File: config.mk
export PLATFORM = sky130hd
export DESIGN_NAME = sdram_cmd_guard
export DESIGN_NICKNAME = d
export VERILOG_FILES = /design/src/rtl/sdram_guard_pkg.sv /design/src/rtl/sdram_guard_dncnt.sv /design/src/rtl/sdram_guard_bank.sv /design/src/rtl/sdram_guard_refresh.sv /design/src/rtl/sdram_guard_rules.sv /design/src/rtl/sdram_cmd_guard.sv
export SDC_FILE = /design/constraint.sdc
export NUM_CORES = 1
export LEC_CHECK = 0
export BUFFER_PORTS_ARGS = -buffer_cell sky130_fd_sc_hd__buf_2
export CORE_MARGIN = 5
export CORE_UTILIZATION = 51
export CTS_CLUSTER_SIZE = 40
export DETAILED_ROUTE_END_ITERATION = 10
export PLACE_DENSITY = 0.7
export SYNTH_ARGS = -nofsm -noshare
export SYNTH_HDL_FRONTEND = slang
export SYNTH_SLANG_ARGS = --single-unit
File: constraint.sdc
create_clock -name clk -period 10.49 [get_ports clk]
set_input_delay 0 -clock clk [delete_from_list [all_inputs] [get_ports clk]]
set_output_delay 0 -clock clk [all_outputs]
set_load 0.05 [all_outputs]
File: src/rtl/sdram_guard_pkg.sv
package sdram_guard_pkg;

  typedef enum logic [2:0] {
    OP_MRS = 3'd0,
    OP_ACT = 3'd1,
    OP_RD  = 3'd2,
    OP_WR  = 3'd3,
    OP_PRE = 3'd4,
    OP_RDA = 3'd5,
    OP_WRA = 3'd6,
    OP_REF = 3'd7
  } cmd_op_e;

  typedef enum logic [3:0] {
    VC_NONE  = 4'd0,
    VC_MRD   = 4'd1,
    VC_RFC   = 4'd2,
    VC_STATE = 4'd3,
    VC_RC    = 4'd4,
    VC_RP    = 4'd5,
    VC_RRD   = 4'd6,
    VC_RCD   = 4'd7,
    VC_WTR   = 4'd8,
    VC_RAS   = 4'd9,
    VC_WR    = 4'd10
  } viol_code_e;

  // Per-bank summary handed to the rule checker.
  typedef struct packed {
    logic active;
    logic rc_ok;
    logic rp_ok;
    logic rcd_ok;
    logic ras_ok;
    logic wr_ok;
  } bank_stat_t;

  // Round a picosecond limit up to whole clocks.
  function automatic int ps_to_cyc(input longint ps, input longint tck);
    return int'((ps + tck - 1) / tck);
  endfunction

endpackage

File: src/rtl/sdram_guard_dncnt.sv
module sdram_guard_dncnt #(
  parameter int W = 4
) (
  input  logic         clk,
  input  logic         rst_n,
  input  logic         load,
  input  logic [W-1:0] val,
  output logic [W-1:0] cnt
);

  always_ff @(posedge clk or negedge rst_n) begin
    if (!rst_n)          cnt <= '0;
    else if (load)       cnt <= val;
    else if (cnt != '0)  cnt <= cnt - 1'b1;
  end

endmodule

File: src/rtl/sdram_guard_bank.sv
module sdram_guard_bank
  import sdram_guard_pkg::*;
#(
  parameter int W       = 6,
  parameter int AW      = 15,
  parameter int TRAS_C  = 8,
  parameter int TRC_C   = 11,
  parameter int TRCD_C  = 3,
  parameter int TRP_C   = 3,
  parameter int TWR_C   = 3,
  parameter int TDAL_C  = 6,
  parameter int RASMX_C = 24000
) (
  input  logic       clk,
  input  logic       rst_n,
  input  logic       fire,
  input  cmd_op_e    op,
  output bank_stat_t stat,
  output logic       force_pre
);

  logic          active_q;
  logic [AW-1:0] age_q;
  logic [W-1:0]  ras_cnt, rc_cnt, rcd_cnt, rp_cnt, wr_cnt;
  logic          act_ld, wr_ld, rp_ld, closing;
  logic [W-1:0]  rp_val;

  always_comb begin
    act_ld  = fire && (op == OP_ACT);
    wr_ld   = fire && (op == OP_WR || op == OP_WRA);
    closing = fire && (op == OP_PRE || op == OP_RDA || op == OP_WRA);
    rp_ld   = closing;
    case (op)
      OP_RDA:  rp_val = ras_cnt + W'(TRP_C - 1);
      OP_WRA:  rp_val = ras_cnt + W'(TDAL_C - 1);
      default: rp_val = W'(TRP_C - 1);
    endcase
  end

  always_ff @(posedge clk or negedge rst_n) begin
    if (!rst_n)       active_q <= 1'b0;
    else if (act_ld)  active_q <= 1'b1;
    else if (closing) active_q <= 1'b0;
  end

  always_ff @(posedge clk or negedge rst_n) begin
    if (!rst_n)                       age_q <= '0;
    else if (act_ld)                  age_q <= AW'(1);
    else if (!active_q)               age_q <= '0;
    else if (age_q != AW'(RASMX_C))   age_q <= age_q + 1'b1;
  end

  sdram_guard_dncnt #(.W(W)) u_ras (.clk(clk), .rst_n(rst_n), .load(act_ld),
                                   .val(W'(TRAS_C - 1)), .cnt(ras_cnt));
  sdram_guard_dncnt #(.W(W)) u_rc  (.clk(clk), .rst_n(rst_n), .load(act_ld),
                                   .val(W'(TRC_C - 1)), .cnt(rc_cnt));
  sdram_guard_dncnt #(.W(W)) u_rcd (.clk(clk), .rst_n(rst_n), .load(act_ld),
                                   .val(W'(TRCD_C - 1)), .cnt(rcd_cnt));
  sdram_guard_dncnt #(.W(W)) u_rp  (.clk(clk), .rst_n(rst_n), .load(rp_ld),
                                   .val(rp_val), .cnt(rp_cnt));
  sdram_guard_dncnt #(.W(W)) u_wr  (.clk(clk), .rst_n(rst_n), .load(wr_ld),
                                   .val(W'(TWR_C - 1)), .cnt(wr_cnt));

  always_comb begin
    stat.active = active_q;
    stat.rc_ok  = (rc_cnt == '0);
    stat.rp_ok  = (rp_cnt == '0);
    stat.rcd_ok = (rcd_cnt == '0);
    stat.ras_ok = (ras_cnt == '0);
    stat.wr_ok  = (wr_cnt == '0);
  end

  assign force_pre = active_q && (age_q >= AW'(RASMX_C));

endmodule

File: src/rtl/sdram_guard_refresh.sv
module sdram_guard_refresh #(
  parameter int REFI_C = 3120
) (
  input  logic clk,
  input  logic rst_n,
  input  logic ref_fire,
  output logic refresh_req
);

  localparam int RW = $clog2(REFI_C + 1);

  logic [RW-1:0] since_q;

  always_ff @(posedge clk or negedge rst_n) begin
    if (!rst_n)                     since_q <= '0;
    else if (ref_fire)              since_q <= RW'(1);
    else if (since_q != RW'(REFI_C)) since_q <= since_q + 1'b1;
  end

  assign refresh_req = (since_q == RW'(REFI_C));

endmodule

File: src/rtl/sdram_guard_rules.sv
module sdram_guard_rules
  import sdram_guard_pkg::*;
#(
  parameter int NB = 4
) (
  input  cmd_op_e                 op,
  input  logic [$clog2(NB)-1:0]   bank,
  input  bank_stat_t [NB-1:0]     stat,
  input  logic                    mrd_ok,
  input  logic                    rfc_ok,
  input  logic                    rrd_ok,
  input  logic                    wtr_ok,
  output logic                    legal,
  output viol_code_e              code
);

  bank_stat_t sel;
  logic       all_idle, all_rp_ok, all_rc_ok;

  always_comb begin
    all_idle  = 1'b1;
    all_rp_ok = 1'b1;
    all_rc_ok = 1'b1;
    for (int i = 0; i < NB; i++) begin
      all_idle  = all_idle  && !stat[i].active;
      all_rp_ok = all_rp_ok && stat[i].rp_ok;
      all_rc_ok = all_rc_ok && stat[i].rc_ok;
    end
  end

  always_comb begin
    sel  = stat[bank];
    code = VC_NONE;
    if (!mrd_ok)      code = VC_MRD;
    else if (!rfc_ok) code = VC_RFC;
    else begin
      case (op)
        OP_MRS, OP_REF: begin
          if (!all_idle)                     code = VC_STATE;
          else if (!all_rp_ok)               code = VC_RP;
          else if (op == OP_REF && !all_rc_ok) code = VC_RC;
        end
        OP_ACT: begin
          if (sel.active)      code = VC_STATE;
          else if (!sel.rc_ok) code = VC_RC;
          else if (!sel.rp_ok) code = VC_RP;
          else if (!rrd_ok)    code = VC_RRD;
        end
        OP_RD, OP_RDA: begin
          if (!sel.active)      code = VC_STATE;
          else if (!sel.rcd_ok) code = VC_RCD;
          else if (!wtr_ok)     code = VC_WTR;
        end
        OP_WR, OP_WRA: begin
          if (!sel.active)      code = VC_STATE;
          else if (!sel.rcd_ok) code = VC_RCD;
        end
        default: begin
          if (!sel.active)      code = VC_STATE;
          else if (!sel.ras_ok) code = VC_RAS;
          else if (!sel.wr_ok)  code = VC_WR;
        end
      endcase
    end
    legal = (code == VC_NONE);
  end

endmodule

File: src/rtl/sdram_cmd_guard.sv
module sdram_cmd_guard
  import sdram_guard_pkg::*;
#(
  parameter int TCK_PS      = 5000,
  parameter int SPEED_GRADE = 0,
  parameter int NUM_BANKS   = 4
) (
  input  logic                         clk,
  input  logic                         rst_n,
  input  logic                         cmd_valid,
  input  logic [2:0]                   cmd_op,
  input  logic [$clog2(NUM_BANKS)-1:0] cmd_bank,
  output logic                         cmd_ready,
  output logic                         viol_valid,
  output logic [3:0]                   viol_code,
  output logic                         refresh_req,
  output logic [NUM_BANKS-1:0]         force_pre
);

  localparam longint TCK       = longint'(TCK_PS);
  localparam longint RC_PS     = (SPEED_GRADE == 0) ? 55000 : 60000;
  localparam longint RCD_PS    = (SPEED_GRADE == 0) ? 15000 : 18000;
  localparam longint RP_PS     = RCD_PS;
  localparam int TRAS_C  = ps_to_cyc(40000, TCK);
  localparam int RASMX_C = ps_to_cyc(120000000, TCK);
  localparam int TRC_C   = ps_to_cyc(RC_PS, TCK);
  localparam int TRFC_C  = ps_to_cyc(70000, TCK);
  localparam int TRCD_C  = ps_to_cyc(RCD_PS, TCK);
  localparam int TRP_C   = ps_to_cyc(RP_PS, TCK);
  localparam int TRRD_C  = ps_to_cyc(10000, TCK);
  localparam int TWR_C   = ps_to_cyc(15000, TCK);
  localparam int TDAL_C  = TWR_C + TRP_C;
  localparam int TMRD_C  = 2;
  localparam int TWTR_C  = 2;
  localparam int REFI_C  = ps_to_cyc(15600000, TCK);
  localparam int CW      = $clog2(TRAS_C + TDAL_C + TRC_C + TRFC_C + 1);
  localparam int AW      = $clog2(RASMX_C + 1);

  cmd_op_e                   op;
  viol_code_e                code;
  logic                      legal, fire;
  bank_stat_t [NUM_BANKS-1:0] stat;
  logic [CW-1:0]             mrd_cnt, rfc_cnt, rrd_cnt, wtr_cnt;

  assign op         = cmd_op_e'(cmd_op);
  assign cmd_ready  = legal;
  assign fire       = cmd_valid && legal;
  assign viol_valid = cmd_valid && !legal;
  assign viol_code  = cmd_valid ? code : VC_NONE;

  genvar b;
  generate
    for (b = 0; b < NUM_BANKS; b++) begin : g_bank
      sdram_guard_bank #(
        .W(CW), .AW(AW), .TRAS_C(TRAS_C), .TRC_C(TRC_C), .TRCD_C(TRCD_C),
        .TRP_C(TRP_C), .TWR_C(TWR_C), .TDAL_C(TDAL_C), .RASMX_C(RASMX_C)
      ) u_bank (
        .clk(clk), .rst_n(rst_n),
        .fire(fire && (cmd_bank == b)),
        .op(op), .stat(stat[b]), .force_pre(force_pre[b])
      );
    end
  endgenerate

  sdram_guard_dncnt #(.W(CW)) u_mrd (.clk(clk), .rst_n(rst_n),
    .load(fire && op == OP_MRS), .val(CW'(TMRD_C - 1)), .cnt(mrd_cnt));
  sdram_guard_dncnt #(.W(CW)) u_rfc (.clk(clk), .rst_n(rst_n),
    .load(fire && op == OP_REF), .val(CW'(TRFC_C - 1)), .cnt(rfc_cnt));
  sdram_guard_dncnt #(.W(CW)) u_rrd (.clk(clk), .rst_n(rst_n),
    .load(fire && op == OP_ACT), .val(CW'(TRRD_C - 1)), .cnt(rrd_cnt));
  sdram_guard_dncnt #(.W(CW)) u_wtr (.clk(clk), .rst_n(rst_n),
    .load(fire && (op == OP_WR || op == OP_WRA)), .val(CW'(TWTR_C - 1)),
    .cnt(wtr_cnt));

  sdram_guard_rules #(.NB(NUM_BANKS)) u_rules (
    .op(op), .bank(cmd_bank), .stat(stat),
    .mrd_ok(mrd_cnt == '0), .rfc_ok(rfc_cnt == '0),
    .rrd_ok(rrd_cnt == '0), .wtr_ok(wtr_cnt == '0),
    .legal(legal), .code(code)
  );

  sdram_guard_refresh #(.REFI_C(REFI_C)) u_refresh (
    .clk(clk), .rst_n(rst_n), .ref_fire(fire && op == OP_REF),
    .refresh_req(refresh_req)
  );

endmodule

==> flow_summary.html, run 1 <==
<table>
<tr><th>Metric</th><th>Value</th></tr>
<tr><th colspan="2">Status</th></tr>
<tr><td>Outcome</td><td>complete, no violations</td></tr>
<tr><th colspan="2">STA</th></tr>
<tr><td>Finish-stage setup viols</td><td>0</td></tr>
<tr><td>Setup repair after global routing missed its margin</td><td>no</td></tr>
<tr><td>Setup WS post-layout</td><td>between 6 and 7 ns</td></tr>
<tr><td>WHS</td><td>approximately 0.025 ns</td></tr>
<tr><td>Period utilization</td><td>around 41%</td></tr>
<tr><td>Final sum of negative setup slack</td><td>0 ns</td></tr>
<tr><td>Hold violation total from the final report</td><td>0</td></tr>
<tr><td>Relative slew slack</td><td>23.80%</td></tr>
<tr><td>Count of pins over their slew limit</td><td>0</td></tr>
<tr><td>Least-Margin Pin Slew</td><td>between 1 and 1.5 ns</td></tr>
<tr><td>Post-route minimum period</td><td>4.346 ns</td></tr>
<tr><td>Final clock skew</td><td>~0.014 ns</td></tr>
<tr><td>Fmax achieved</td><td>0.2301 GHz</td></tr>
<tr><th colspan="2">CTS</th></tr>
<tr><td>Total CTS buffers</td><td>26</td></tr>
<tr><td>Depth of the CTS H-tree</td><td>1</td></tr>
<tr><td>Clock transition at the registers of the reported paths</td><td>0.06 ns</td></tr>
<tr><td>Maximum clock path buffer count</td><td>3</td></tr>
<tr><td>TritonCTS clock tree</td><td>built</td></tr>
<tr><td>Clock latency of the later-clocked register in the worst-skew pair</td><td>0.53 ns</td></tr>
<tr><td>Post-CTS setup buffer count</td><td>0</td></tr>
<tr><td>Root buf cell</td><td>sky130_fd_sc_hd__clkbuf_16</td></tr>
<tr><td>Number of sinks driven by the clock tree</td><td>220</td></tr>
<tr><td>Total of cells resized after clock tree synthesis</td><td>0</td></tr>
<tr><th colspan="2">Logic synthesis</th></tr>
<tr><td>Number of warning messages in the yosys log</td><td>0</td></tr>
<tr><td>Mean post-synth cell area</td><td>between 9 and 10 um2</td></tr>
<tr><td>Mapped Cells</td><td>approximately 1400</td></tr>
<tr><td>Share of flip-flops with an asynchronous set or reset after synthesis</td><td>100.0%</td></tr>
<tr><td>Flip-flop and latch count after synthesis</td><td>220</td></tr>
<tr><td>Cell variety after synth</td><td>70</td></tr>
<tr><td>Number of synthesized flops with an enable pin</td><td>0</td></tr>
<tr><td>Area of the mapped netlist</td><td>0.01300 mm2</td></tr>
<tr><td>Primary FF master, synth</td><td>sky130_fd_sc_hd__dfrtp_1</td></tr>
<tr><td>Net count after synthesis</td><td>1499</td></tr>
<tr><td>Share of synthesized area occupied by flip-flops and latches</td><td>between 40% and 50%</td></tr>
<tr><th colspan="2">Detailed routing</th></tr>
<tr><td>DRC violation count after routing</td><td>0</td></tr>
<tr><td>First DRT Iteration DRCs</td><td>between 500 and 600</td></tr>
<tr><td>Final antenna-violating net count</td><td>0</td></tr>
<tr><td>Top metal layer carrying routed signals</td><td>met5</td></tr>
<tr><td>Vias after detailed routing</td><td>~10000</td></tr>
<tr><td>DR WL/cell</td><td>14.96 um</td></tr>
<tr><td>Met2 routed wirelength</td><td>about 12000 um</td></tr>
<tr><td>Via-to-Cell Ratio</td><td>5.569</td></tr>
<tr><td>First-pass iteration count of the detailed router</td><td>5</td></tr>
<tr><td>Met3 Wirelength</td><td>~1300 um</td></tr>
<tr><td>Detailed-routing wirelength on met1</td><td>between 10000 and 15000 um</td></tr>
<tr><td>DRT Wirelength</td><td>approximately 27000 um</td></tr>
<tr><th colspan="2">Job</th></tr>
<tr><td># Max-Cap Violations</td><td>0</td></tr>
<tr><th colspan="2">Floorplan</th></tr>
<tr><td>Initial standard-cell utilization of the core</td><td>a little over 50%</td></tr>
<tr><td>Row Count</td><td>just under 60</td></tr>
<tr><td>X dimension of the die</td><td>between 150 and 200 um</td></tr>
<tr><td>I/O pin total</td><td>19</td></tr>
<tr><td>Full die area</td><td>about 0.029 mm2</td></tr>
<tr><td>Placeable Area</td><td>between 0.02 and 0.03 mm2</td></tr>
<tr><td>Height of the die</td><td>~170 um</td></tr>
<tr><th colspan="2">Layout</th></tr>
<tr><td>Final #Nets</td><td>around 1500</td></tr>
<tr><td>Fraction of final layout cells sized beyond drive strength 1</td><td>about 8%</td></tr>
<tr><td>Post-route standard cell area excluding fillers</td><td>roughly 0.014 mm2</td></tr>
<tr><td>Antenna diodes</td><td>0</td></tr>
<tr><td>Finished Core Util</td><td>a little under three fifths</td></tr>
<tr><td>Relative area change from synthesis to final layout</td><td>10.15%</td></tr>
<tr><th colspan="2">Worst setup path</th></tr>
<tr><td>Biggest fanout along the worst timing path</td><td>35</td></tr>
<tr><td>Required time worst endpoint</td><td>10.49 ns</td></tr>
<tr><td>Nature of the critical path endpoint</td><td>primary output</td></tr>
<tr><td>Critical path class</td><td>flop to primary output</td></tr>
<tr><td>Kind of start point of the critical path</td><td>flop</td></tr>
<tr><td>Data arrival time of the critical path</td><td>4.35 ns</td></tr>
<tr><th colspan="2">Hold path</th></tr>
<tr><td>Class of the tightest hold or removal check</td><td>input port to flop</td></tr>
<tr><th colspan="2">Global routing</th></tr>
<tr><td>Global-route wire length before repair</td><td>~47000 um</td></tr>
<tr><td>GRT Util Overall</td><td>roughly a fifth</td></tr>
<tr><td>GRT overflow</td><td>0</td></tr>
<tr><td>Maximum number of pins on one net before global-route repair</td><td>90</td></tr>
<tr><td>Number of global-route vias before repair</td><td>between 9000 and 10000</td></tr>
<tr><td>Antenna violations before repair</td><td>1</td></tr>
<tr><th colspan="2">Pwr</th></tr>
<tr><td>Peak supply drop</td><td>approximately 0.19 mV</td></tr>
<tr><td>P per Cell Area</td><td>around 280 mW/mm2</td></tr>
<tr><td>Leakage</td><td>~6.4 nW</td></tr>
<tr><th colspan="2">Placed design</th></tr>
<tr><td>Port Buffers</td><td>18</td></tr>
<tr><td>Global placer's final weighted congestion</td><td>0.9315</td></tr>
<tr><td>Placed cell areas</td><td>around 0.013 mm2</td></tr>
<tr><td>Worst setup timing slack at the placement stage</td><td>6.494 ns</td></tr>
<tr><td>HPWL after detailed placement</td><td>around 19000 um</td></tr>
</table>
state kept, by name, indices dropped and copies added (netlist names), 12 cells and up:
register	cells
g_bank.u_bank.u_rcd.cnt	24
g_bank.u_bank.u_rp.cnt	24
g_bank.u_bank.u_ras.cnt	24
g_bank.u_bank.u_wr.cnt	24
g_bank.u_bank.age_q	60
g_bank.u_bank.u_rc.cnt	24
u_refresh.since_q	12
final cells by class:
cell class	instances	area (um2)
Tap cell	330	412.9
Timing Repair Buffer	33	222.7
Multi-Input combinational cell	1070	6982
Clock inverter	11	111.4
Inverter	89	334.1
Sequential cell	220	5505
Clock buffer	37	753.2
Fill cell	2212	10790
worst paths after layout:
kind	start	to	slack, ns	cells past startpoint
hold / removal	cmd_op[0]	u_rrd.cnt[1]	0.03	3
max in group asynchronous	rst_n	g_bank[1].u_bank.u_rcd.cnt[0]	8.29	4
setup / recovery	g_bank[1].u_bank.active_q	viol_valid	6.14	10
setup reg to reg	g_bank[0].u_bank.u_ras.cnt[1]	g_bank[2].u_bank.active_q	6.49	10
hold reg to reg	u_rrd.cnt[3]	u_rrd.cnt[3]	0.50	1
min in group asynchronous	rst_n	u_refresh.since_q[4]	0.05	2
cells by family after synthesis:
kind of cell / Yosys count / share of synthesized area, %
xor gates and xnor gates: 126 / 8.488
buffers and inverters: 134 / 4.119
muxes: 56 / 4.927
and+or+nand+nor: 611 / 23.40
adders and majority gates: 67 / 6.448
AOI/OAI and AO/OA: 210 / 10.27
DFF: 220 / 42.34
metal layers:
| metal | GRT usage (%) | vias up |
|---|---|---|
| met5 | 0 | - |
| met1 | 26.05 | 4791 |
| li1 | - | 4928 |
| met2 | 31.33 | 194 |
| met4 | 5.320 | 2 |
| met3 | 3.471 | 53 |
layout by cell type (no fill, tap or decap), types with 14 or more instances in the layout:
cell / n
sky130_fd_sc_hd__dfrtp_1: 220
sky130_fd_sc_hd__nor2_1: 187
sky130_fd_sc_hd__nand2_1: 149
sky130_fd_sc_hd__inv_1: 85
sky130_fd_sc_hd__xnor2_1: 71
sky130_fd_sc_hd__ha_1: 67
sky130_fd_sc_hd__a21oi_1: 58
sky130_fd_sc_hd__xor2_1: 55
sky130_fd_sc_hd__nor3_1: 55
sky130_fd_sc_hd__nand3_1: 51
sky130_fd_sc_hd__o21ai_0: 46
sky130_fd_sc_hd__nand2b_1: 42
sky130_fd_sc_hd__mux2i_1: 37
sky130_fd_sc_hd__a31oi_1: 33
sky130_fd_sc_hd__clkbuf_16: 27
sky130_fd_sc_hd__nand4_1: 18
sky130_fd_sc_hd__nor4_1: 18
sky130_fd_sc_hd__or3_1: 17
sky130_fd_sc_hd__buf_2: 17
sky130_fd_sc_hd__mux2_2: 14
metrics by stage:
stage / instances / total power [mW]
floorplan: 1424 / 2.815
global placement: 1738 / 3.083
detailed placement: 1738 / 3.154
CTS: 1790 / 4.081
global route: 1790 / 4.430
finish: 1790 / 4.050
cell usage after synthesis, types with 3 or more instances:
cell                       count  area [um2]
sky130_fd_sc_hd__dfrtp_1     220        5505
sky130_fd_sc_hd__nor2_1      187       701.9
sky130_fd_sc_hd__nand2_1     149       559.3
sky130_fd_sc_hd__inv_1        85       319.1
sky130_fd_sc_hd__xnor2_1      71       621.9
sky130_fd_sc_hd__ha_1         67       838.3
sky130_fd_sc_hd__a21oi_1      59       295.3
sky130_fd_sc_hd__nor3_1       55       275.3
sky130_fd_sc_hd__xor2_1       55       481.7
sky130_fd_sc_hd__nand3_1      51       255.2
sky130_fd_sc_hd__o21ai_0      46       230.2
sky130_fd_sc_hd__nand2b_1     42       262.8
sky130_fd_sc_hd__mux2i_1      37       370.4
sky130_fd_sc_hd__a31oi_1      33       206.5
sky130_fd_sc_hd__clkbuf_1     31       116.4
sky130_fd_sc_hd__nand4_1      18       112.6
sky130_fd_sc_hd__nor4_1       18       112.6
sky130_fd_sc_hd__or3_1        17       106.4
sky130_fd_sc_hd__mux2_2       14       157.7
sky130_fd_sc_hd__nor2b_1      11       68.82
sky130_fd_sc_hd__nor3b_1      10       75.07
sky130_fd_sc_hd__nand3b_1      9       67.56
sky130_fd_sc_hd__a22oi_1       8       60.06
sky130_fd_sc_hd__buf_2         8       40.04
sky130_fd_sc_hd__a211oi_1      7       52.55
sky130_fd_sc_hd__and3_1        7       43.79
sky130_fd_sc_hd__a21o_1        6       45.04
sky130_fd_sc_hd__a31o_2        6       52.55
sky130_fd_sc_hd__and2_1        6       37.54
sky130_fd_sc_hd__nor4_4        6       127.6
sky130_fd_sc_hd__or4_1         6       45.04
sky130_fd_sc_hd__a211o_1       5       43.79
sky130_fd_sc_hd__mux4_2        5       112.6
sky130_fd_sc_hd__o31ai_1       5       37.54
sky130_fd_sc_hd__a22o_1        4       35.03
sky130_fd_sc_hd__a41oi_1       4       35.03
sky130_fd_sc_hd__buf_4         4       30.03
sky130_fd_sc_hd__clkinv_1      4       15.01
sky130_fd_sc_hd__o21bai_1      4       30.03
sky130_fd_sc_hd__o221ai_1      4       35.03
sky130_fd_sc_hd__or2_2         4       25.02
sky130_fd_sc_hd__o21a_1        3       22.52
timing repair:
action | in CTS | in global routing
endpoints found under the setup margin | 0 | 0
endpoints found under the hold margin | 97 | 0
hold buffers | 4 | 0
worst max-delay path: stages (launching register included):
cell and delay (ns):
sky130_fd_sc_hd__dfrtp_1 0.40, sky130_fd_sc_hd__clkinv_1 0.46, sky130_fd_sc_hd__or4_1 0.75, sky130_fd_sc_hd__a32oi_1 0.37
sky130_fd_sc_hd__o211a_1 0.20, sky130_fd_sc_hd__nor2_1 0.08, sky130_fd_sc_hd__o311ai_4 0.82, sky130_fd_sc_hd__nor2_2 0.04
sky130_fd_sc_hd__buf_4 0.29, sky130_fd_sc_hd__nor2_1 0.12, sky130_fd_sc_hd__buf_2 0.28
report_power, final:
part / switching (mW) / internal, mW
sequential: 0.387 / 1.21
combinational: 0.813 / 0.733
clock: 0.355 / 0.548
total: 1.55 / 2.50
Power figures use the tool's default switching activity.
==> inputs of run 2 (changes only) <==
--- a/config.mk
+++ b/config.mk
@@ -5,12 +5,13 @@
 export SDC_FILE = /design/constraint.sdc
 export NUM_CORES = 1
 export LEC_CHECK = 0
+export ABC_AREA = 1
 export BUFFER_PORTS_ARGS = -buffer_cell sky130_fd_sc_hd__buf_2
 export CORE_MARGIN = 5
 export CORE_UTILIZATION = 51
 export CTS_CLUSTER_SIZE = 40
 export DETAILED_ROUTE_END_ITERATION = 10
-export PLACE_DENSITY = 0.7
+export PLACE_DENSITY = 0.72
 export SYNTH_ARGS = -nofsm -noshare
 export SYNTH_HDL_FRONTEND = slang
 export SYNTH_SLANG_ARGS = --single-unit
==> constraint.sdc (replaced) <==
create_clock -name clk -period 3.8 [get_ports clk]
set_input_delay 0 -clock clk [delete_from_list [all_inputs] [get_ports clk]]
set_output_delay 0 -clock clk [all_outputs]
set_load 0.05 [all_outputs]
==> run 2 against run 1 <==
Via count is 12% higher; critical path depth is 7 higher; first-iteration DRC count increased by 22%; final area rose by 3.6%; clock-buffer cell count stayed put; clock power grew to 2.8 times the previous value; clock skew hardly changed; routed wire length rose by 6.1%; hold slack improved by 0.087 ns.
==> flow_summary.html, run 2 <==
<table>
<tr><th>Metric</th><th>Value</th></tr>
<tr><th colspan="2">Placed design</th></tr>
<tr><td>Global placer's final weighted congestion</td><td>0.8932</td></tr>
<tr><td>Port Buffers</td><td>18</td></tr>
<tr><td>HPWL after detailed placement</td><td>~20000 um</td></tr>
<tr><th colspan="2">STA</th></tr>
<tr><td>Final clock skew</td><td>0.01343 ns</td></tr>
<tr><td>WHS</td><td>~0.11 ns</td></tr>
<tr><td>Hold violation total from the final report</td><td>0</td></tr>
<tr><td>Final sum of negative setup slack</td><td>0 ns</td></tr>
<tr><td>Count of pins over their slew limit</td><td>0</td></tr>
<tr><td>Relative slew slack</td><td>between 40% and 50%</td></tr>
<tr><td>Fmax achieved</td><td>~0.3 GHz</td></tr>
<tr><td>Finish-stage setup viols</td><td>0</td></tr>
<tr><td>Least-Margin Pin Slew</td><td>0.8715 ns</td></tr>
<tr><td>Period utilization</td><td>roughly nine tenths</td></tr>
<tr><td>Post-route minimum period</td><td>around 3.4 ns</td></tr>
<tr><td>Setup repair after global routing missed its margin</td><td>no</td></tr>
<tr><th colspan="2">Job</th></tr>
<tr><td># Max-Cap Violations</td><td>0</td></tr>
<tr><th colspan="2">Global routing</th></tr>
<tr><td>Global-route wire length before repair</td><td>just under 50000 um</td></tr>
<tr><td>Antenna violations before repair</td><td>0</td></tr>
<tr><td>Number of global-route vias before repair</td><td>approximately 11000</td></tr>
<tr><td>GRT Util Overall</td><td>19.68%</td></tr>
<tr><td>GRT overflow</td><td>0</td></tr>
<tr><td>Maximum number of pins on one net before global-route repair</td><td>around 110</td></tr>
<tr><th colspan="2">Worst setup path</th></tr>
<tr><td>Most Frequent Cell on Critical Path</td><td>sky130_fd_sc_hd__nand2_1</td></tr>
<tr><td>Critical path class</td><td>flop to flop</td></tr>
<tr><td>Buffering stage count on the worst path with inverters included</td><td>3</td></tr>
<tr><td>Biggest fanout along the worst timing path</td><td>8</td></tr>
<tr><td>Family with the most delay on the worst path</td><td>simple AND/OR/NAND/NOR gates</td></tr>
<tr><td>Highest-delay cell along the critical path</td><td>sky130_fd_sc_hd__dlygate4sd3_1</td></tr>
<tr><td>Data arrival time of the critical path</td><td>~3.9 ns</td></tr>
<tr><td>Delay of the slowest cell on the worst path</td><td>about 0.6 ns</td></tr>
<tr><td>Kind of start point of the critical path</td><td>flop</td></tr>
<tr><td>Cell-by-cell trace of the critical path</td><td>inv_1 &gt; ha_1 &gt; inv_1 &gt; nor2_1 &gt; nand3_1 &gt; nor2_1 &gt; nor2_1 &gt; nand2_1 &gt; nand2_1 &gt; nand2_1 &gt; nand2_1 &gt; nand4_1 &gt; nand2_1 &gt; nor3_4 &gt; nand3_1 &gt; dlygate4sd3_1 &gt; nand3_1</td></tr>
<tr><td>Required time worst endpoint</td><td>around 4.3 ns</td></tr>
<tr><td>Nature of the critical path endpoint</td><td>flop</td></tr>
<tr><th colspan="2">Logic synthesis</th></tr>
<tr><td>Share of flip-flops with an asynchronous set or reset after synthesis</td><td>100.0%</td></tr>
<tr><td>Area of the mapped netlist</td><td>about 0.013 mm2</td></tr>
<tr><td>Number of synthesized flops with an enable pin</td><td>0</td></tr>
<tr><td>Area contributors post-synth</td><td>sky130_fd_sc_hd__dfrtp_1 41%, sky130_fd_sc_hd__nand2_1 11%, sky130_fd_sc_hd__inv_1 8.6%, sky130_fd_sc_hd__ha_1 6.3%, sky130_fd_sc_hd__nor2_1 5.9%</td></tr>
<tr><td>Mean post-synth cell area</td><td>between 7 and 8 um2</td></tr>
<tr><td>Number of warning messages in the yosys log</td><td>0</td></tr>
<tr><td>Top-count cell post-synth</td><td>sky130_fd_sc_hd__nand2_1</td></tr>
<tr><td>Share of synthesized area occupied by flip-flops and latches</td><td>41.16%</td></tr>
<tr><td>Flip-flop and latch count after synthesis</td><td>220</td></tr>
<tr><td>Synth area leader</td><td>sky130_fd_sc_hd__dfrtp_1</td></tr>
<tr><td>Cell variety after synth</td><td>48</td></tr>
<tr><td>Net count after synthesis</td><td>roughly 1900</td></tr>
<tr><td>Primary FF master, synth</td><td>sky130_fd_sc_hd__dfrtp_1</td></tr>
<tr><td>Share of the synthesized area in the top cell type</td><td>41.16%</td></tr>
<tr><td>Mapped Cells</td><td>1780</td></tr>
<tr><td>Commonest cells post-synth</td><td>389 x sky130_fd_sc_hd__nand2_1, 307 x sky130_fd_sc_hd__inv_1, 220 x sky130_fd_sc_hd__dfrtp_1, 209 x sky130_fd_sc_hd__nor2_1, 117 x sky130_fd_sc_hd__nand3_1</td></tr>
<tr><th colspan="2">Floorplan</th></tr>
<tr><td>Placeable Area</td><td>approximately 0.026 mm2</td></tr>
<tr><td>Row Count</td><td>59</td></tr>
<tr><td>I/O pin total</td><td>19</td></tr>
<tr><td>Initial standard-cell utilization of the core</td><td>about half</td></tr>
<tr><td>Height of the die</td><td>171.9 um</td></tr>
<tr><td>X dimension of the die</td><td>approximately 170 um</td></tr>
<tr><td>Full die area</td><td>around 0.030 mm2</td></tr>
<tr><th colspan="2">Detailed routing</th></tr>
<tr><td>Vias after detailed routing</td><td>~11000</td></tr>
<tr><td>DR WL/cell</td><td>13.05 um</td></tr>
<tr><td>First DRT Iteration DRCs</td><td>a little over 700</td></tr>
<tr><td>Via-to-Cell Ratio</td><td>about 5.1</td></tr>
<tr><td>DRT Wirelength</td><td>28420 um</td></tr>
<tr><td>Final antenna-violating net count</td><td>0</td></tr>
<tr><td>First-pass iteration count of the detailed router</td><td>5</td></tr>
<tr><td>DRC violation count after routing</td><td>0</td></tr>
<tr><th colspan="2">Pwr</th></tr>
<tr><td>Leakage</td><td>7.700 nW</td></tr>
<tr><td>Post-layout power</td><td>between 10 and 15 mW</td></tr>
<tr><td>Peak supply drop</td><td>about 0.5 mV</td></tr>
<tr><td>P per Cell Area</td><td>~700 mW/mm2</td></tr>
<tr><th colspan="2">CTS</th></tr>
<tr><td>Total CTS buffers</td><td>26</td></tr>
<tr><td>Clock latency of the later-clocked register in the worst-skew pair</td><td>roughly 0.53 ns</td></tr>
<tr><td>Total of cells resized after clock tree synthesis</td><td>0</td></tr>
<tr><td>Depth of the CTS H-tree</td><td>1</td></tr>
<tr><td>Post-CTS setup buffer count</td><td>0</td></tr>
<tr><td>Number of sinks driven by the clock tree</td><td>between 200 and 250</td></tr>
<tr><td>Maximum clock path buffer count</td><td>3</td></tr>
<tr><td>Clock transition at the registers of the reported paths</td><td>0.07 ns</td></tr>
<tr><td>TritonCTS clock tree</td><td>built</td></tr>
<tr><td>Root buf cell</td><td>sky130_fd_sc_hd__clkbuf_16</td></tr>
<tr><th colspan="2">Layout</th></tr>
<tr><td>Most frequent cells in the layout</td><td>389 x sky130_fd_sc_hd__nand2_1, 307 x sky130_fd_sc_hd__inv_1, 220 x sky130_fd_sc_hd__dfrtp_1, 209 x sky130_fd_sc_hd__nor2_1, 117 x sky130_fd_sc_hd__nand3_1</td></tr>
<tr><td>Fraction of final layout cells sized beyond drive strength 1</td><td>between 6 and 7%</td></tr>
<tr><td>Final #Nets</td><td>around 1900</td></tr>
<tr><td>Finished Core Util</td><td>57.27%</td></tr>
<tr><td>Multi-input gate area in the final layout</td><td>about 0.0065 mm2</td></tr>
<tr><td>Number of flip-flops in the largest register</td><td>60</td></tr>
<tr><td>Sequential cell area</td><td>~0.0055 mm2</td></tr>
<tr><td>Number of fillers in the final layout</td><td>around 2300</td></tr>
<tr><td>Antenna diodes</td><td>0</td></tr>
<tr><td>Most common cell after layout, fill and taps aside</td><td>sky130_fd_sc_hd__nand2_1</td></tr>
<tr><td>Relative area change from synthesis to final layout</td><td>10.94%</td></tr>
<tr><td>Top reg by flops</td><td>g_bank.u_bank.age_q</td></tr>
<tr><th colspan="2">Status</th></tr>
<tr><td>Outcome</td><td>complete, no violations</td></tr>
<tr><th colspan="2">Hold path</th></tr>
<tr><td>Class of the tightest hold or removal check</td><td>input port to asynchronous set/reset pin</td></tr>
</table>
run 2: routing by layer:
layer	vias to the layer above	share of wire, %	track usage (%)
met2	221	48	34.17
met5	-	0	0
met4	0	2.1	4.272
li1	5733	-	-
met1	5205	46	26.27
met3	41	4.5	2.972
run 2: worst reg2reg max path, cell delays in order (launching register included):
cell	delay, ns
sky130_fd_sc_hd__dfrtp_1	0.45
sky130_fd_sc_hd__inv_1	0.15
sky130_fd_sc_hd__ha_1	0.19
sky130_fd_sc_hd__inv_1	0.04
sky130_fd_sc_hd__nor2_1	0.20
sky130_fd_sc_hd__nand3_1	0.30
sky130_fd_sc_hd__nor2_1	0.17
sky130_fd_sc_hd__nor2_1	0.05
sky130_fd_sc_hd__nand2_1	0.12
sky130_fd_sc_hd__nand2_1	0.08
sky130_fd_sc_hd__nand2_1	0.06
sky130_fd_sc_hd__nand2_1	0.06
sky130_fd_sc_hd__nand4_1	0.07
sky130_fd_sc_hd__nand2_1	0.13
sky130_fd_sc_hd__nor3_4	0.40
sky130_fd_sc_hd__nand3_1	0.19
sky130_fd_sc_hd__dlygate4sd3_1	0.61
sky130_fd_sc_hd__nand3_1	0.07
run 2: logic make-up (layout without fill, tap and decap cells):
kind of cell	count (synthesis)	count (layout)	synth area share [%]
AND/OR/NAND/NOR	861	861	28.28
buffers and inverters	342	405	9.916
XOR/XNOR	96	96	6.286
multiplexers	1	1	0.07484
AO/OA/AOI/OAI	193	193	8.017
flip-flops	220	220	41.16
adder cells (fa/ha/maj)	67	67	6.268
run 2: worst paths after layout:
path,start,to,slack [ns],cells after the start
setup reg to reg,g_bank[1].u_bank.u_ras.cnt[1],u_mrd.cnt[0],0.38,17
min in group clk,cmd_op[1],g_bank[0].u_bank.active_q,0.25,6
hold / removal,rst_n,g_bank[3].u_bank.age_q[5],0.11,2
max in group asynchronous,rst_n,g_bank[2].u_bank.u_wr.cnt[1],2.67,3
setup / recovery,g_bank[1].u_bank.u_ras.cnt[1],u_mrd.cnt[0],0.38,17
hold reg to reg,u_rrd.cnt[3],u_rrd.cnt[3],0.48,1
run 2: report_power, final:
part	internal [mW]	switching [mW]	leakage, nW
sequential	3.21	0.780	2.77
combinational	1.63	2.28	4.49
clock	1.52	0.983	0.442
run 2: stage by stage:
step / cell area [um2] / setup slack [ns] / cells
3_3_place_gp: 13880 / 0.7687 / 2122
2_1_floorplan: 13380 / 0.6607 / 1780
4_1_cts: 14840 / 0.4342 / 2178
3_5_place_dp: 13880 / 0.6418 / 2122
5_1_grt: 14840 / 0.1640 / 2178
6_report: 14840 / 0.3775 / 2178
run 2: final cells by class:
class	instances	share of cell area, %
timing repair buffer	41	2.057
inverter	316	7.993
sequential	220	37.10
clock inverter	11	0.5818
multi-input combinational	1218	44.10
clock buffer	37	5.346
tap	335	2.825
run 2: what timing repair did:
item                                    4_1_cts  5_1_grt
hold endpoints to repair                    117        0
endpoints found under the setup margin        0        0
hold buffers                                  8        0
==> inputs of run 3 (changes only) <==
--- a/config.mk
+++ b/config.mk
@@ -8,10 +8,10 @@
 export ABC_AREA = 1
 export BUFFER_PORTS_ARGS = -buffer_cell sky130_fd_sc_hd__buf_2
 export CORE_MARGIN = 5
-export CORE_UTILIZATION = 51
+export CORE_UTILIZATION = 42
 export CTS_CLUSTER_SIZE = 40
 export DETAILED_ROUTE_END_ITERATION = 10
-export PLACE_DENSITY = 0.72
+export PLACE_DENSITY = 0.62
 export SYNTH_ARGS = -nofsm -noshare
 export SYNTH_HDL_FRONTEND = slang
 export SYNTH_SLANG_ARGS = --single-unit
==> run 3 against run 2 <==
Fmax down 0.51%; hold slack worse by 0.047 ns; cell count up 2.6%; critical endpoint is now u_mrd.cnt[1]; largest power group unchanged.
==> flow_summary.html, run 3 (synthesis results as in run 2) <==
<table>
<tr><th>Metric</th><th>Value</th></tr>
<tr><th colspan="2">CTS</th></tr>
<tr><td>Clock transition at the registers of the reported paths</td><td>~0.06 ns</td></tr>
<tr><td>Maximum clock path buffer count</td><td>3</td></tr>
<tr><td>Depth of the CTS H-tree</td><td>1</td></tr>
<tr><td>Number of sinks driven by the clock tree</td><td>220</td></tr>
<tr><td>Root buf cell</td><td>sky130_fd_sc_hd__clkbuf_16</td></tr>
<tr><td>Total CTS buffers</td><td>27</td></tr>
<tr><td>TritonCTS clock tree</td><td>built</td></tr>
<tr><td>Clock latency of the later-clocked register in the worst-skew pair</td><td>~0.53 ns</td></tr>
<tr><th colspan="2">Worst setup path</th></tr>
<tr><td>Highest-delay cell along the critical path</td><td>sky130_fd_sc_hd__dlygate4sd3_1</td></tr>
<tr><td>Biggest fanout along the worst timing path</td><td>11</td></tr>
<tr><td>Path depth of the worst reg2reg path</td><td>20</td></tr>
<tr><td>Kind of start point of the critical path</td><td>flop</td></tr>
<tr><td>WP depth</td><td>20</td></tr>
<tr><td>Startpoint of the lowest-slack register-to-register path</td><td>g_bank[2].u_bank.u_ras.cnt[1]</td></tr>
<tr><td>Most Frequent Cell on Critical Path</td><td>sky130_fd_sc_hd__nand2_1</td></tr>
<tr><td>Buffering stage count on the worst path with inverters included</td><td>5</td></tr>
<tr><td>Launch point of the worst path</td><td>g_bank[2].u_bank.u_ras.cnt[1]</td></tr>
<tr><td>Nature of the critical path endpoint</td><td>flop</td></tr>
<tr><td>Data arrival time of the critical path</td><td>roughly 3.9 ns</td></tr>
<tr><td>Required time worst endpoint</td><td>4.22 ns</td></tr>
<tr><td>Cell-by-cell trace of the critical path</td><td>inv_1 &gt; ha_1 &gt; inv_1 &gt; nor2_1 &gt; nand3_1 &gt; nor2_1 &gt; nor2_1 &gt; nand2_1 &gt; nand2_1 &gt; nand2_1 &gt; nand2_1 &gt; nand2_1 &gt; nor2_4 &gt; nand3_4 &gt; nor3_4 &gt; buf_4 &gt; nand3_1 &gt; dlygate4sd3_1 &gt; nand2_1 &gt; inv_1</td></tr>
<tr><td>Delay of the slowest cell on the worst path</td><td>slightly below 0.6 ns</td></tr>
<tr><td>Critical path class</td><td>flop to flop</td></tr>
<tr><td>Family with the most delay on the worst path</td><td>simple AND/OR/NAND/NOR gates</td></tr>
<tr><th colspan="2">STA</th></tr>
<tr><td>Count of pins over their slew limit</td><td>0</td></tr>
<tr><td>Final clock skew</td><td>0.01684 ns</td></tr>
<tr><td>Relative slew slack</td><td>43.02%</td></tr>
<tr><td>Fmax achieved</td><td>slightly below 0.3 GHz</td></tr>
<tr><td>Setup WS post-layout</td><td>0.3600 ns</td></tr>
<tr><td>Final sum of negative setup slack</td><td>0 ns</td></tr>
<tr><td>Setup repair after global routing missed its margin</td><td>no</td></tr>
<tr><td>Period utilization</td><td>between 90% and 100%</td></tr>
<tr><td>WHS</td><td>~0.065 ns</td></tr>
<tr><td>Finish-stage setup viols</td><td>0</td></tr>
<tr><td>Post-route minimum period</td><td>about 3.4 ns</td></tr>
<tr><td>Hold violation total from the final report</td><td>0</td></tr>
<tr><td>Least-Margin Pin Slew</td><td>0.8547 ns</td></tr>
<tr><th colspan="2">Layout</th></tr>
<tr><td>Number of flip-flops in the largest register</td><td>60</td></tr>
<tr><td>Number of fillers in the final layout</td><td>between 3000 and 4000</td></tr>
<tr><td>Relative area change from synthesis to final layout</td><td>10.86%</td></tr>
<tr><td>Fraction of final layout cells sized beyond drive strength 1</td><td>5.674%</td></tr>
<tr><td>Top reg by flops</td><td>g_bank.u_bank.age_q</td></tr>
<tr><td>Most common cell after layout, fill and taps aside</td><td>sky130_fd_sc_hd__nand2_1</td></tr>
<tr><td>Antenna diodes</td><td>0</td></tr>
<tr><td>Final #Nets</td><td>1893</td></tr>
<tr><td>Most frequent cells in the layout</td><td>389 x sky130_fd_sc_hd__nand2_1, 307 x sky130_fd_sc_hd__inv_1, 220 x sky130_fd_sc_hd__dfrtp_1, 209 x sky130_fd_sc_hd__nor2_1, 116 x sky130_fd_sc_hd__nand3_1</td></tr>
<tr><th colspan="2">Hold path</th></tr>
<tr><td>Critical hold path startpoint</td><td>cmd_bank[1]</td></tr>
<tr><td>Worst hold path depth</td><td>5</td></tr>
<tr><td>Class of the tightest hold or removal check</td><td>input port to flop</td></tr>
<tr><th colspan="2">Floorplan</th></tr>
<tr><td>I/O pin total</td><td>19</td></tr>
<tr><td>Row Count</td><td>65</td></tr>
<tr><td>Height of the die</td><td>between 150 and 200 um</td></tr>
<tr><td>Full die area</td><td>around 0.036 mm2</td></tr>
<tr><td>X dimension of the die</td><td>roughly 190 um</td></tr>
<tr><td>Initial standard-cell utilization of the core</td><td>between 40% and 50%</td></tr>
<tr><td>Placeable Area</td><td>roughly 0.031 mm2</td></tr>
<tr><th colspan="2">Detailed routing</th></tr>
<tr><td>DR WL/cell</td><td>approximately 13 um</td></tr>
<tr><td>Via-to-Cell Ratio</td><td>a little under 5</td></tr>
<tr><td>Final antenna-violating net count</td><td>0</td></tr>
<tr><td>Vias after detailed routing</td><td>around 11000</td></tr>
<tr><td>DRT Wirelength</td><td>about 29000 um</td></tr>
<tr><td>First-pass iteration count of the detailed router</td><td>5</td></tr>
<tr><td>First DRT Iteration DRCs</td><td>just under 600</td></tr>
<tr><td>DRC violation count after routing</td><td>0</td></tr>
<tr><th colspan="2">Global routing</th></tr>
<tr><td>GRT overflow</td><td>0</td></tr>
<tr><td>Number of global-route vias before repair</td><td>approximately 11000</td></tr>
<tr><td>Maximum number of pins on one net before global-route repair</td><td>approximately 110</td></tr>
<tr><td>Antenna violations before repair</td><td>1</td></tr>
<tr><td>Global-route wire length before repair</td><td>between 40000 and 50000 um</td></tr>
<tr><td>GRT Util Overall</td><td>16.22%</td></tr>
<tr><th colspan="2">Placed design</th></tr>
<tr><td>Global placer's final weighted congestion</td><td>just under 0.9</td></tr>
<tr><td>Port Buffers</td><td>18</td></tr>
<tr><td>Worst setup timing slack at the placement stage</td><td>about 0.61 ns</td></tr>
<tr><td>HPWL after detailed placement</td><td>between 20000 and 25000 um</td></tr>
<tr><th colspan="2">Pwr</th></tr>
<tr><td>Peak supply drop</td><td>0.3615 mV</td></tr>
<tr><td>P per Cell Area</td><td>~700 mW/mm2</td></tr>
<tr><td>Leakage</td><td>between 7 and 8 nW</td></tr>
<tr><td>Post-layout power</td><td>slightly above 10 mW</td></tr>
<tr><th colspan="2">Job</th></tr>
<tr><td># Max-Cap Violations</td><td>0</td></tr>
<tr><th colspan="2">Status</th></tr>
<tr><td>Outcome</td><td>complete, no violations</td></tr>
</table>
run 3: changes by cell type in the layout (fill, tap and decap cells not counted), sizes merged:
| cell | before | now |
|---|---|---|
| clkinv | 12 | 5 |
| buf | 33 | 30 |
| clkbuf | 37 | 40 |
| dlygate4sd3 | 8 | 5 |
| bufinv | 1 | 2 |
| clkinvlp | 1 | 0 |
run 3: area by class of cell:
class,instances,area [um2],area share [%]
inverters,316,1186,7.999
repair buffers,35,240.2,1.620
clock inverters,4,70.07,0.4725
well taps,402,503.0,3.392
flip-flops and latches,220,5505,37.13
clock buffers,40,774.5,5.223
multi-input cells,1218,6549,44.16
run 3: final timing paths:
check	end	slack (ns)
setup / recovery	u_mrd.cnt[1]	0.36
hold / removal	g_bank[0].u_bank.u_wr.cnt[1]	0.07
setup reg to reg	u_mrd.cnt[1]	0.36
hold reg to reg	u_rrd.cnt[3]	0.48
max in group asynchronous	g_bank[3].u_bank.age_q[14]	2.64
min in group asynchronous	g_bank[0].u_bank.u_rc.cnt[4]	0.13
run 3: timing repair:
| action | CTS | global route |
|---|---|---|
| hold endpoints to repair | 117 | 0 |
| resized for setup | 0 | 1 |
| buffers inserted | 0 | 0 |
| hold buffers | 5 | 0 |
| endpoints found under the setup margin | 0 | 1 |
run 3: through the flow:
step	area, um2	std cells	utilization, %
CTS	14820	2235	47.10
finish	14830	2235	47.11
global placement	13930	2186	44.25
global route	14830	2235	47.11
floorplan	13380	1780	-
detailed placement	13930	2186	44.25
run 3: metal layers:
metal,wire length [um],global-route usage (%),up-vias
li1,-,-,5705
met4,780,4.512,2
met5,7,0,-
met3,1150,2.482,54
met1,13710,22.25,5040
met2,13010,26.89,157
run 3: worst register-to-register path, stage by stage (launching register included):
cell	delay, ns
sky130_fd_sc_hd__dfrtp_1	0.43
sky130_fd_sc_hd__inv_1	0.12
sky130_fd_sc_hd__ha_1	0.19
sky130_fd_sc_hd__inv_1	0.06
sky130_fd_sc_hd__nor2_1	0.07
sky130_fd_sc_hd__nand3_1	0.26
sky130_fd_sc_hd__nor2_1	0.08
sky130_fd_sc_hd__nor2_1	0.11
sky130_fd_sc_hd__nand2_1	0.10
sky130_fd_sc_hd__nand2_1	0.08
sky130_fd_sc_hd__nand2_1	0.05
sky130_fd_sc_hd__nand2_1	0.06
sky130_fd_sc_hd__nand2_1	0.09
sky130_fd_sc_hd__nor2_4	0.25
sky130_fd_sc_hd__nand3_4	0.11
sky130_fd_sc_hd__nor3_4	0.23
sky130_fd_sc_hd__buf_4	0.25
sky130_fd_sc_hd__nand3_1	0.11
sky130_fd_sc_hd__dlygate4sd3_1	0.59
sky130_fd_sc_hd__nand2_1	0.06
sky130_fd_sc_hd__inv_1	0.04
run 3: report_power, final:
| part | switching (mW) | internal, mW |
|---|---|---|
| Sequential | 0.771 | 3.21 |
| Clock | 0.949 | 1.52 |
| Combinational | 2.26 | 1.63 |
